## config.mk

```make
export PLATFORM = sky130hd
export DESIGN_NAME = trimI2cTarget
export DESIGN_NICKNAME = d
export VERILOG_FILES = /design/src/rtl/trimI2cPkg.sv /design/src/rtl/trimLineFilter.sv /design/src/rtl/trimDatapath.sv /design/src/rtl/trimCtrl.sv /design/src/rtl/trimI2cTarget.sv
export SDC_FILE = /design/constraint.sdc
export NUM_CORES = 1
export LEC_CHECK = 0
export ABC_CLOCK_PERIOD_IN_PS = 3450
export BUFFER_PORTS_ARGS = -buffer_cell sky130_fd_sc_hd__buf_2
export CORE_MARGIN = 2
export CORE_UTILIZATION = 63
export CTS_CLUSTER_SIZE = 40
export DETAILED_ROUTE_END_ITERATION = 6
export GPL_ROUTABILITY_DRIVEN = 1
export PLACE_DENSITY = 0.88
export SLEW_MARGIN = 20
export SYNTH_ARGS = -nofsm -noshare
export SYNTH_HDL_FRONTEND = slang
export SYNTH_SLANG_ARGS = --single-unit
```

## constraint.sdc

```tcl
create_clock -name clk -period 3.45 [get_ports clk]
set_input_delay 0.345 -clock clk [delete_from_list [all_inputs] [get_ports clk]]
set_output_delay 0.345 -clock clk [all_outputs]
set_load 0.03 [all_outputs]
```

## src/rtl/trimI2cPkg.sv

```systemverilog
package trimI2cPkg;
  localparam int BYTE_W = 8;
  localparam logic [5:0] TARGET_ADDR = 6'b100111;

  typedef enum logic [2:0] {
    S_IDLE, S_ADDR, S_ADDR_ACK, S_DATA, S_DATA_ACK, S_PEND, S_READ, S_IGNORE
  } busState_t;

  typedef struct packed {
    logic shiftIn;      // sample filtered SDA into receive shifter
    logic loadTx;       // copy trim register into transmit shifter
    logic shiftTx;      // advance transmit shifter
    logic keepLsb;      // hold code bit 0 from the address byte
    logic commitWrite;  // load assembled code into trim register
  } dpStrobe_t;
endpackage

```

## src/rtl/trimLineFilter.sv

```systemverilog
module trimLineFilter #(
  parameter int STABLE_LEN = 7,
  parameter logic RESET_VAL = 1'b1
) (
  input  logic clk,
  input  logic rstN,
  input  logic rawIn,
  output logic cleanOut
);
  localparam int CNT_W = $clog2(STABLE_LEN + 1);

  logic [1:0] syncReg;
  logic [CNT_W-1:0] stableCnt;

  always_ff @(posedge clk or negedge rstN) begin
    if (!rstN) begin
      syncReg   <= {2{RESET_VAL}};
      stableCnt <= '0;
      cleanOut  <= RESET_VAL;
    end else begin
      syncReg <= {syncReg[0], rawIn};
      if (syncReg[1] == cleanOut) begin
        stableCnt <= '0;
      end else if (stableCnt == CNT_W'(STABLE_LEN - 1)) begin
        stableCnt <= '0;
        cleanOut  <= syncReg[1];
      end else begin
        stableCnt <= stableCnt + 1'b1;
      end
    end
  end
endmodule

```

## src/rtl/trimDatapath.sv

```systemverilog
module trimDatapath
  import trimI2cPkg::*;
#(
  parameter logic [BYTE_W-1:0] RESET_CODE = '0
) (
  input  logic              clk,
  input  logic              rstN,
  input  logic              sdaF,
  input  dpStrobe_t         strobes,
  input  logic              nvLoadValid,
  input  logic [BYTE_W-1:0] nvLoadData,
  output logic [BYTE_W-1:0] rxByte,
  output logic              txMsb,
  output logic              txNext,
  output logic [BYTE_W-1:0] trimCode
);
  logic [BYTE_W-1:0] rxShift;
  logic [BYTE_W-1:0] txShift;
  logic              lsbHold;
  logic [BYTE_W-1:0] trimReg;

  always_ff @(posedge clk or negedge rstN) begin
    if (!rstN) begin
      rxShift <= '0;
      txShift <= '0;
      lsbHold <= 1'b0;
      trimReg <= RESET_CODE;
    end else begin
      if (strobes.shiftIn) rxShift <= {rxShift[BYTE_W-2:0], sdaF};
      if (strobes.loadTx) txShift <= trimReg;
      else if (strobes.shiftTx) txShift <= {txShift[BYTE_W-2:0], 1'b0};
      if (strobes.keepLsb) lsbHold <= rxShift[1];
      if (nvLoadValid) trimReg <= nvLoadData;
      else if (strobes.commitWrite) trimReg <= {rxShift[BYTE_W-1:1], lsbHold};
    end
  end

  assign rxByte   = rxShift;
  assign txMsb    = txShift[BYTE_W-1];
  assign txNext   = txShift[BYTE_W-2];
  assign trimCode = trimReg;
endmodule

```

## src/rtl/trimCtrl.sv

```systemverilog
module trimCtrl
  import trimI2cPkg::*;
(
  input  logic              clk,
  input  logic              rstN,
  input  logic              sclF,
  input  logic              sdaF,
  input  logic              wpF,
  input  logic [BYTE_W-1:0] rxByte,
  input  logic              txMsb,
  input  logic              txNext,
  output dpStrobe_t         strobes,
  output logic              sdaPullDown,
  output logic              progReq
);
  busState_t state, nextState;
  logic [3:0] bitCnt, nextCnt;
  logic isRead, nextRead;
  logic nextPull, nextProg;
  logic sclPrev, sdaPrev;
  logic sclRise, sclFall, startEv, stopEv;

  assign sclRise = sclF & ~sclPrev;
  assign sclFall = ~sclF & sclPrev;
  assign startEv = sclF & sclPrev & sdaPrev & ~sdaF;
  assign stopEv  = sclF & sclPrev & ~sdaPrev & sdaF;

  always_comb begin
    nextState = state;
    nextCnt   = bitCnt;
    nextRead  = isRead;
    nextPull  = sdaPullDown;
    nextProg  = 1'b0;
    strobes   = '0;
    if (startEv) begin
      nextState = S_ADDR;
      nextCnt   = '0;
      nextPull  = 1'b0;
    end else if (stopEv) begin
      if (state == S_PEND && wpF) begin
        if (rxByte[0]) strobes.commitWrite = 1'b1;
        else nextProg = 1'b1;
      end
      nextState = S_IDLE;
      nextPull  = 1'b0;
    end else begin
      case (state)
        S_ADDR, S_DATA: begin
          if (sclRise && bitCnt != 4'd8) begin
            strobes.shiftIn = 1'b1;
            nextCnt = bitCnt + 4'd1;
          end else if (sclFall && bitCnt == 4'd8) begin
            if (state == S_DATA) begin
              nextState = S_DATA_ACK;
              nextPull  = 1'b1;
            end else if (rxByte[7:2] == TARGET_ADDR) begin
              nextState      = S_ADDR_ACK;
              nextPull       = 1'b1;
              nextRead       = rxByte[0];
              strobes.keepLsb = ~rxByte[0];
              strobes.loadTx  = 1'b1;
            end else begin
              nextState = S_IDLE;
            end
          end
        end
        S_ADDR_ACK: begin
          if (sclFall) begin
            nextCnt = '0;
            if (isRead) begin
              nextState = S_READ;
              nextPull  = ~txMsb;
            end else begin
              nextState = S_DATA;
              nextPull  = 1'b0;
            end
          end
        end
        S_DATA_ACK: begin
          if (sclFall) begin
            nextState = S_PEND;
            nextPull  = 1'b0;
          end
        end
        S_READ: begin
          if (sclFall) begin
            if (bitCnt == 4'd7) begin
              nextState = S_IGNORE;
              nextPull  = 1'b0;
            end else begin
              strobes.shiftTx = 1'b1;
              nextCnt  = bitCnt + 4'd1;
              nextPull = ~txNext;
            end
          end
        end
        default: ;
      endcase
    end
  end

  always_ff @(posedge clk or negedge rstN) begin
    if (!rstN) begin
      state       <= S_IDLE;
      bitCnt      <= '0;
      isRead      <= 1'b0;
      sdaPullDown <= 1'b0;
      progReq     <= 1'b0;
      sclPrev     <= 1'b1;
      sdaPrev     <= 1'b1;
    end else begin
      state       <= nextState;
      bitCnt      <= nextCnt;
      isRead      <= nextRead;
      sdaPullDown <= nextPull;
      progReq     <= nextProg;
      sclPrev     <= sclF;
      sdaPrev     <= sdaF;
    end
  end
endmodule

```

## src/rtl/trimI2cTarget.sv

```systemverilog
module trimI2cTarget
  import trimI2cPkg::*;
#(
  parameter int STABLE_LEN = 7,
  parameter logic [BYTE_W-1:0] RESET_CODE = '0
) (
  input  logic              clk,
  input  logic              rstN,
  input  logic              sclIn,
  input  logic              sdaIn,
  input  logic              wpIn,
  input  logic              nvLoadValid,
  input  logic [BYTE_W-1:0] nvLoadData,
  output logic              sdaPullDown,
  output logic [BYTE_W-1:0] trimCode,
  output logic              progReq
);
  localparam int LINES = 3;
  localparam logic [LINES-1:0] LINE_INIT = 3'b011;  // {wp, sda, scl}

  logic [LINES-1:0] rawLines, cleanLines;
  logic sclClean, sdaClean, wpClean;
  dpStrobe_t strobes;
  logic [BYTE_W-1:0] rxByte;
  logic txMsb, txNext;

  assign rawLines = {wpIn, sdaIn, sclIn};

  for (genvar g = 0; g < LINES; g++) begin : g_filt
    trimLineFilter #(.STABLE_LEN(STABLE_LEN), .RESET_VAL(LINE_INIT[g])) u_filt (
      .clk(clk), .rstN(rstN), .rawIn(rawLines[g]), .cleanOut(cleanLines[g])
    );
  end

  assign sclClean = cleanLines[0];
  assign sdaClean = cleanLines[1];
  assign wpClean  = cleanLines[2];

  trimCtrl u_ctrl (
    .clk(clk), .rstN(rstN), .sclF(sclClean), .sdaF(sdaClean), .wpF(wpClean),
    .rxByte(rxByte), .txMsb(txMsb), .txNext(txNext), .strobes(strobes),
    .sdaPullDown(sdaPullDown), .progReq(progReq)
  );

  trimDatapath #(.RESET_CODE(RESET_CODE)) u_dp (
    .clk(clk), .rstN(rstN), .sdaF(sdaClean), .strobes(strobes),
    .nvLoadValid(nvLoadValid), .nvLoadData(nvLoadData), .rxByte(rxByte),
    .txMsb(txMsb), .txNext(txNext), .trimCode(trimCode)
  );
endmodule

```

Yosys cells after proc, flatten, opt, wreduce, memory -nomap -nowiden
Index checks and enable logic that the tools add are counted.
- bits in registers: 55
- bits in latches: 0
- memory bits (writable): 0
- bits in read-only memories: 0
- input port bits: 14
- output and inout bits: 10
- memories: 0
- $add $sub $neg: 4
- multipliers: 0
- divide/modulo/power cells: 0
- $lt $le $gt $ge: 0
- equality and inequality tests: 28
- shifts and indexed selects: 0
- multiplexer cells: 64
- bitwise gates (word level): 21
- reductions and logical operators: 15
- operator list (operator ; count):
    $mux W3 ; 16
    $mux W8 ; 4
    $mux W1 ; 31
    $mux W4 ; 7
    $reduce_and A7 Y1 ; 3
    $ne A4 B1 Y1 const B ; 5
    $eq A3 B3 Y1 const B ; 6
    $not A1 Y1 ; 14
    $pmux W3 S4 ; 1
    $pmux W4 S3 ; 1
    $add A3 B1 Y3 const B ; 3
    $ne A3 B1 Y1 const B ; 3
    $and A1 B1 Y1 ; 7
    $eq A3 B2 Y1 const B ; 2
    $eq A6 B6 Y1 const B ; 1
    $reduce_and A2 Y1 ; 3
    $reduce_and A6 Y1 ; 1
    $reduce_bool A6 Y1 ; 1
    $mux W5 ; 1
    $ne A5 B1 Y1 const B ; 1
    $add A4 B1 Y4 const B ; 1
    $eq A4 B3 Y1 const B ; 1
    $eq A4 B4 Y1 const B ; 1
    $mux W2 ; 2
    11 further kinds ; 16

Depth between registers and ports, before layout
- word-level depth: 10
- mapped depth: 7
- depth with buffers taken out: 6

Hierarchy
Synthesis repeated with hierarchy kept, for this count alone.
- cell total of the unflattened synthesis: 231
- area total of the unflattened synthesis: 2628.8 µm²
- modules (own cells, without submodules) (module ; instances ; cells an instance ; area each (µm²) ; seq. area each (µm²)):
    trimDatapath ; 1 ; 87 ; 1109.8 ; 625.6
    trimCtrl ; 1 ; 96 ; 839.6 ; 302.8
    trimLineFilter (g_filt[0].u_filt ...) ; 2 ; 16 ; 227.7 ; 153.9
    trimLineFilter (g_filt[2].u_filt) ; 1 ; 16 ; 224.0 ; 150.1

Worst setup path after synthesis
OpenSTA, ideal clock, no wires.
- path type: register -> register
- start: reg u_ctrl.bitCnt[0]
- end: reg u_dp.txShift[1]
- setup time: 0.125 ns
- arrival time: 1.540 ns
- required time: 3.325 ns
- slack: 1.786 ns
- cell stages (with the launch flop): 7
- buffers on the path: 0
- period minus slack after synthesis: 1.664 ns
- cells stage by stage: dfrtp_1 inv_1 ha_1 and4bb_2 nand4b_4 mux2_4 mux2_2
- longest elaborated chain between the ends: 8
- elaborated cells between the ends (all ways): 15
- those cells by class: eq/ne: 3; mux: 9; reduce/logical: 3
- ends and longest elaborated chain (item ; line ; source):
    from (decl) ; trimCtrl.sv:17 ; logic [3:0] bitCnt, nextCnt;
    from (signal assigned) ; trimCtrl.sv:113 ; bitCnt <= nextCnt;
    $eq A4 B4 Y1 ; trimCtrl.sv:52 ; end else if (sclFall && bitCnt == 4'd8) begin
    $logic_and A1 B1 Y1 ; trimCtrl.sv:52 ;
    $mux W1 ; trimCtrl.sv:52 ;
    $mux W1 ; trimCtrl.sv:49 ; if (sclRise && bitCnt != 4'd8) begin
    $mux W2 ; trimCtrl.sv:47 ; case (state)
    $mux W4 * ; trimCtrl.sv:39 ; end else if (stopEv) begin
    $mux W5 * ; trimCtrl.sv:35 ; if (startEv) begin
    $mux W8 or $reduce_bool A2 Y1 (tied branches) ; n/a ;
    to (signal assigned) ; trimDatapath.sv:30 ; if (strobes.loadTx) txShift <= trimReg;
    to (signal assigned) ; trimDatapath.sv:31 ; else if (strobes.shiftTx) txShift <= {txShift[BYTE_W-2:0], 1'b0};
    to (decl) ; trimDatapath.sv:18 ; logic [BYTE_W-1:0] txShift;
Mark *: on every way between the ends. The rest lies on a longest branch, timed or not.
A chain may end at the register's enable or synchronous reset.

Worst setup path in the final report
- start: reg u_ctrl.sclPrev
- end: reg u_dp.txShift[5]
- longest elaborated chain between the ends: 8
- elaborated cells between the ends (all ways): 19
- those cells by class: mux: 8; bitwise: 8; reduce/logical: 3
- ends and longest elaborated chain (item ; line ; source):
    from (decl) ; trimCtrl.sv:20 ; logic sclPrev, sdaPrev;
    from (signal assigned) ; trimCtrl.sv:117 ; sclPrev <= sclF;
    $and A1 B1 Y1 or $not A1 Y1 (tied branches) ; trimCtrl.sv:24, trimCtrl.sv:23 ;
    $logic_and A1 B1 Y1 or $and A1 B1 Y1 (tied branches) ; trimCtrl.sv:52, trimCtrl.sv:23 ;
    $mux W1 or $logic_and A1 B1 Y1 (tied branches) ; trimCtrl.sv:52, trimCtrl.sv:49 ;
    $mux W1 ; trimCtrl.sv:49 ;
    $mux W2 ; trimCtrl.sv:47 ;
    $mux W4 ; trimCtrl.sv:39 ;
    $mux W5 * ; trimCtrl.sv:35 ;
    $mux W8 or $reduce_bool A2 Y1 (tied branches) ; n/a ;
Marks and branches as above.

==> summary.txt <==
Layout area overhead: 10.21%
global-route wire length before repair: 8.093 mm
YS warnings: 0
Slew @ Worst Pin: 711.7 ps
CP max-delay cell: dfstp_2
Total GRT Usage: 24.04%
fin nets: 272
clk buf depth: 2
max-cap viol count: 0
total power draw: 1.394 mW
vias in the first global route: 1765
total number of vias: 1857
Synth Area in Compound Gates: 10.35%
Worst IR Drop VDD: 0.4053 mV
CTS Buf Count: 5
final hold vios: 0
remaining antenna violation count: 0
synthesized area per cell: 11.15 um^2
WL final: 5.110 mm
Max Fclk: 499.8 MHz
mux cell area share after synthesis: 10.89%
remaining global-route overflow: 0
startpoint types: flip-flop
status: finished clean
sequential area share after synthesis: 53.60%
DRT iter0 DRCs: 188
Static Leak: 1.281 nW
Die Span Y: 68.07 um
number of cells on the critical path: 4
post-route clock period utilization: 58.00%
Setup TNS Final: 0 ps
Fillers: 284
Post-Syn Area: 2586 um^2
RR Endpoint: u_dp.txShift[5]$_DFFE_PN0P_
Final setup viols: 0
RSZ-0062 raised after global routing: no
number of enable flip-flop cells after synthesis: 0
largest family of logic cells by synthesized area: simple AND/OR/NAND/NOR gates
Simple-Gate Fraction of Synth Area: 20.13%
area of the core: 3971 um^2
Hold WC Path Type: in -> async
worst skew pair latency: 310 ps
Required @ worst endpoint: 3640 ps
WP data arrival: 2190 ps
reg2reg path depth: 4
end of the critical path: u_dp.txShift[5]$_DFFE_PN0P_
power per cell area: 489.0 nW/um^2
crit end category: flip-flop
largest net degree at the start of global routing: 33
Syn Nets: 248
fin crit period: 2001 ps
Starting Density: 65.12%
clk sinks: 55
CTS tree: yes
Port Buf Inserts: 23
clock root buffer: clkbuf_8
drt pass-1 iters: 4
Top delay family on crit path: simple AND/OR/NAND/NOR gates
fin util: 71.77%
XOR/XNOR share of the synthesized area: 1.355%
row count: 23
I/O pin cnt: 24
Post-CTS Setup Inserts: 0
Buf+Inv Stages, Crit Path: 0
footprint of the multi-input gates: 1130 um^2
worst r2r src: u_ctrl.sclPrev$_DFF_PN1_
H-Tree Depth: 2
Reg area: 1386 um^2
CP Cell Sequence: nor2b_1 > and4_1 > mux2i_1 > a21oi_1
Post-Synth Adder-Cell Area: 0.9676%
DRC viols: 0
Syn Inst Count: 232
post-cts resize count: 0
Setup CP Type: reg -> reg
Pins Over Slew Limit: 0
cts hold-fix bufs: 0
CP Launch Point: u_ctrl.sclPrev$_DFF_PN1_
ANT cells: 0
R2R Setup Slk: 1450 ps
Worst path max stage delay: 590 ps
flop and latch count out of synthesis: 55
Slew headroom: 52.55%
die area: 4634 um^2
HPWL after DPL: 3.647 mm
initial antenna violation count: 0
Worst-path clk slew: 100 ps
Synth Flop Type: dfrtp_1
clock skew: 9.829 ps
routed len/inst: 16.64 um
crit-path max FO: 8
fraction of layout cells with a size suffix above 1: 23.35%
Post-synth ARST share: 100.0%
Placer Congestion: 0.8162
Yosys cell types: 49
Die W: 68.07 um
vias per cell: 6.049
==> final cells by class <==
cell class / instances / area share [%]
clock inverters: 1 / 0.3073
inverters: 7 / 0.9219
well taps: 50 / 2.195
repair buffers: 25 / 5.268
multi-input cells: 162 / 39.64
clock buffers: 7 / 3.029
flip-flops and latches: 55 / 48.64
==> how the worst min path moves through the flow <==
stage,cells past startpoint,slack (ps),end,start
2_1_floorplan,0,50,g_filt[0].u_filt.stableCnt[0]$_DFF_PN0_,rstN
3_3_place_gp,0,330,g_filt[2].u_filt.syncReg[1]$_DFF_PN0_,g_filt[2].u_filt.syncReg[0]$_DFF_PN0_
3_5_place_dp,0,340,g_filt[2].u_filt.syncReg[1]$_DFF_PN0_,g_filt[2].u_filt.syncReg[0]$_DFF_PN0_
4_1_cts,1,100,g_filt[2].u_filt.syncReg[0]$_DFF_PN0_,rstN
5_1_grt,1,110,g_filt[0].u_filt.syncReg[0]$_DFF_PN1_,sclIn
6_report,1,80,g_filt[2].u_filt.syncReg[0]$_DFF_PN0_,rstN
==> routing by layer <==
metal	up-vias	global-route usage, %	share of wire, %
li1	887	-	-
met1	906	32.16	43
met2	57	38.96	51
met3	7	4.112	4.6
met4	0	10.00	1.4
met5	-	0	0
==> kinds of logic after synthesis <==
| kind of cell | Yosys count |
|---|---|
| compound gates | 42 |
| xor+xnor | 4 |
| fa+ha+maj | 2 |
| buf+inv | 15 |
| flops | 55 |
| mux | 26 |
| simple gates | 88 |
==> metrics by stage <==
stage | setup WS (ps) | hold slack [ps] | cell area, um^2 | cells
finish | 1449 | 82.30 | 2850 | 307
global route | 1368 | 108.5 | 2850 | 307
CTS | 1456 | 96.60 | 2850 | 307
detailed placement | 1472 | 337.0 | 2755 | 299
global placement | 1625 | 332.2 | 2728 | 298
floorplan | 1786 | 49.41 | 2586 | 232
==> placed cells by master (no fill, tap or decap), drive strengths merged, types with 6 or more instances in the layout <==
master	Yosys	final
nand4b	6	6
nor2	25	25
buf	5	25
o21ai	11	11
a21oi	11	11
nand2	19	19
inv	7	7
dfstp	8	8
mux2	14	14
clkbuf	3	7
nor3b	6	6
dfrtp	47	47
mux2i	12	12
==> synth_stat cells (all sizes together), types with 4 or more instances <==
library cell	count	area [um^2]
nand3b	4	30.03
a21oi	11	55.05
nand4b	6	67.56
buf	5	32.53
a22oi	4	30.03
dfstp	8	210.2
nor3b	6	45.04
mux2i	12	120.1
o21ai	11	55.05
nand2	19	71.32
inv	7	26.28
nor2	25	93.84
mux2	14	161.4
and4bb	4	50.05
xnor2	4	35.03
dfrtp	47	1176
==> flip-flops by register name, summed over array words and instances (netlist names) <==
name / count
u_dp.trimCode: 8
g_filt.u_filt.cleanOut: 3
g_filt.u_filt.stableCnt: 9
u_dp.txShift: 8
g_filt.u_filt.syncReg: 6
u_ctrl.sclPrev: 1
u_ctrl.state: 3
u_ctrl.progReq: 1
u_ctrl.isRead: 1
u_ctrl.sdaPrev: 1
u_dp.rxByte: 8
u_ctrl.sdaPullDown: 1
u_ctrl.bitCnt: 4
u_dp.lsbHold: 1
==> power by group <==
| group | leakage [nW] | total (mW) | switching (mW) | internal [mW] |
|---|---|---|---|---|
| logic | 0.521 | 0.202 | 0.100 | 0.102 |
| clock network | 0.0484 | 0.363 | 0.198 | 0.165 |
| registers | 0.712 | 0.828 | 0.0947 | 0.734 |
| total | 1.28 | 1.39 | 0.393 | 1.00 |
No activity file was read; power rests on OpenSTA's default activity.
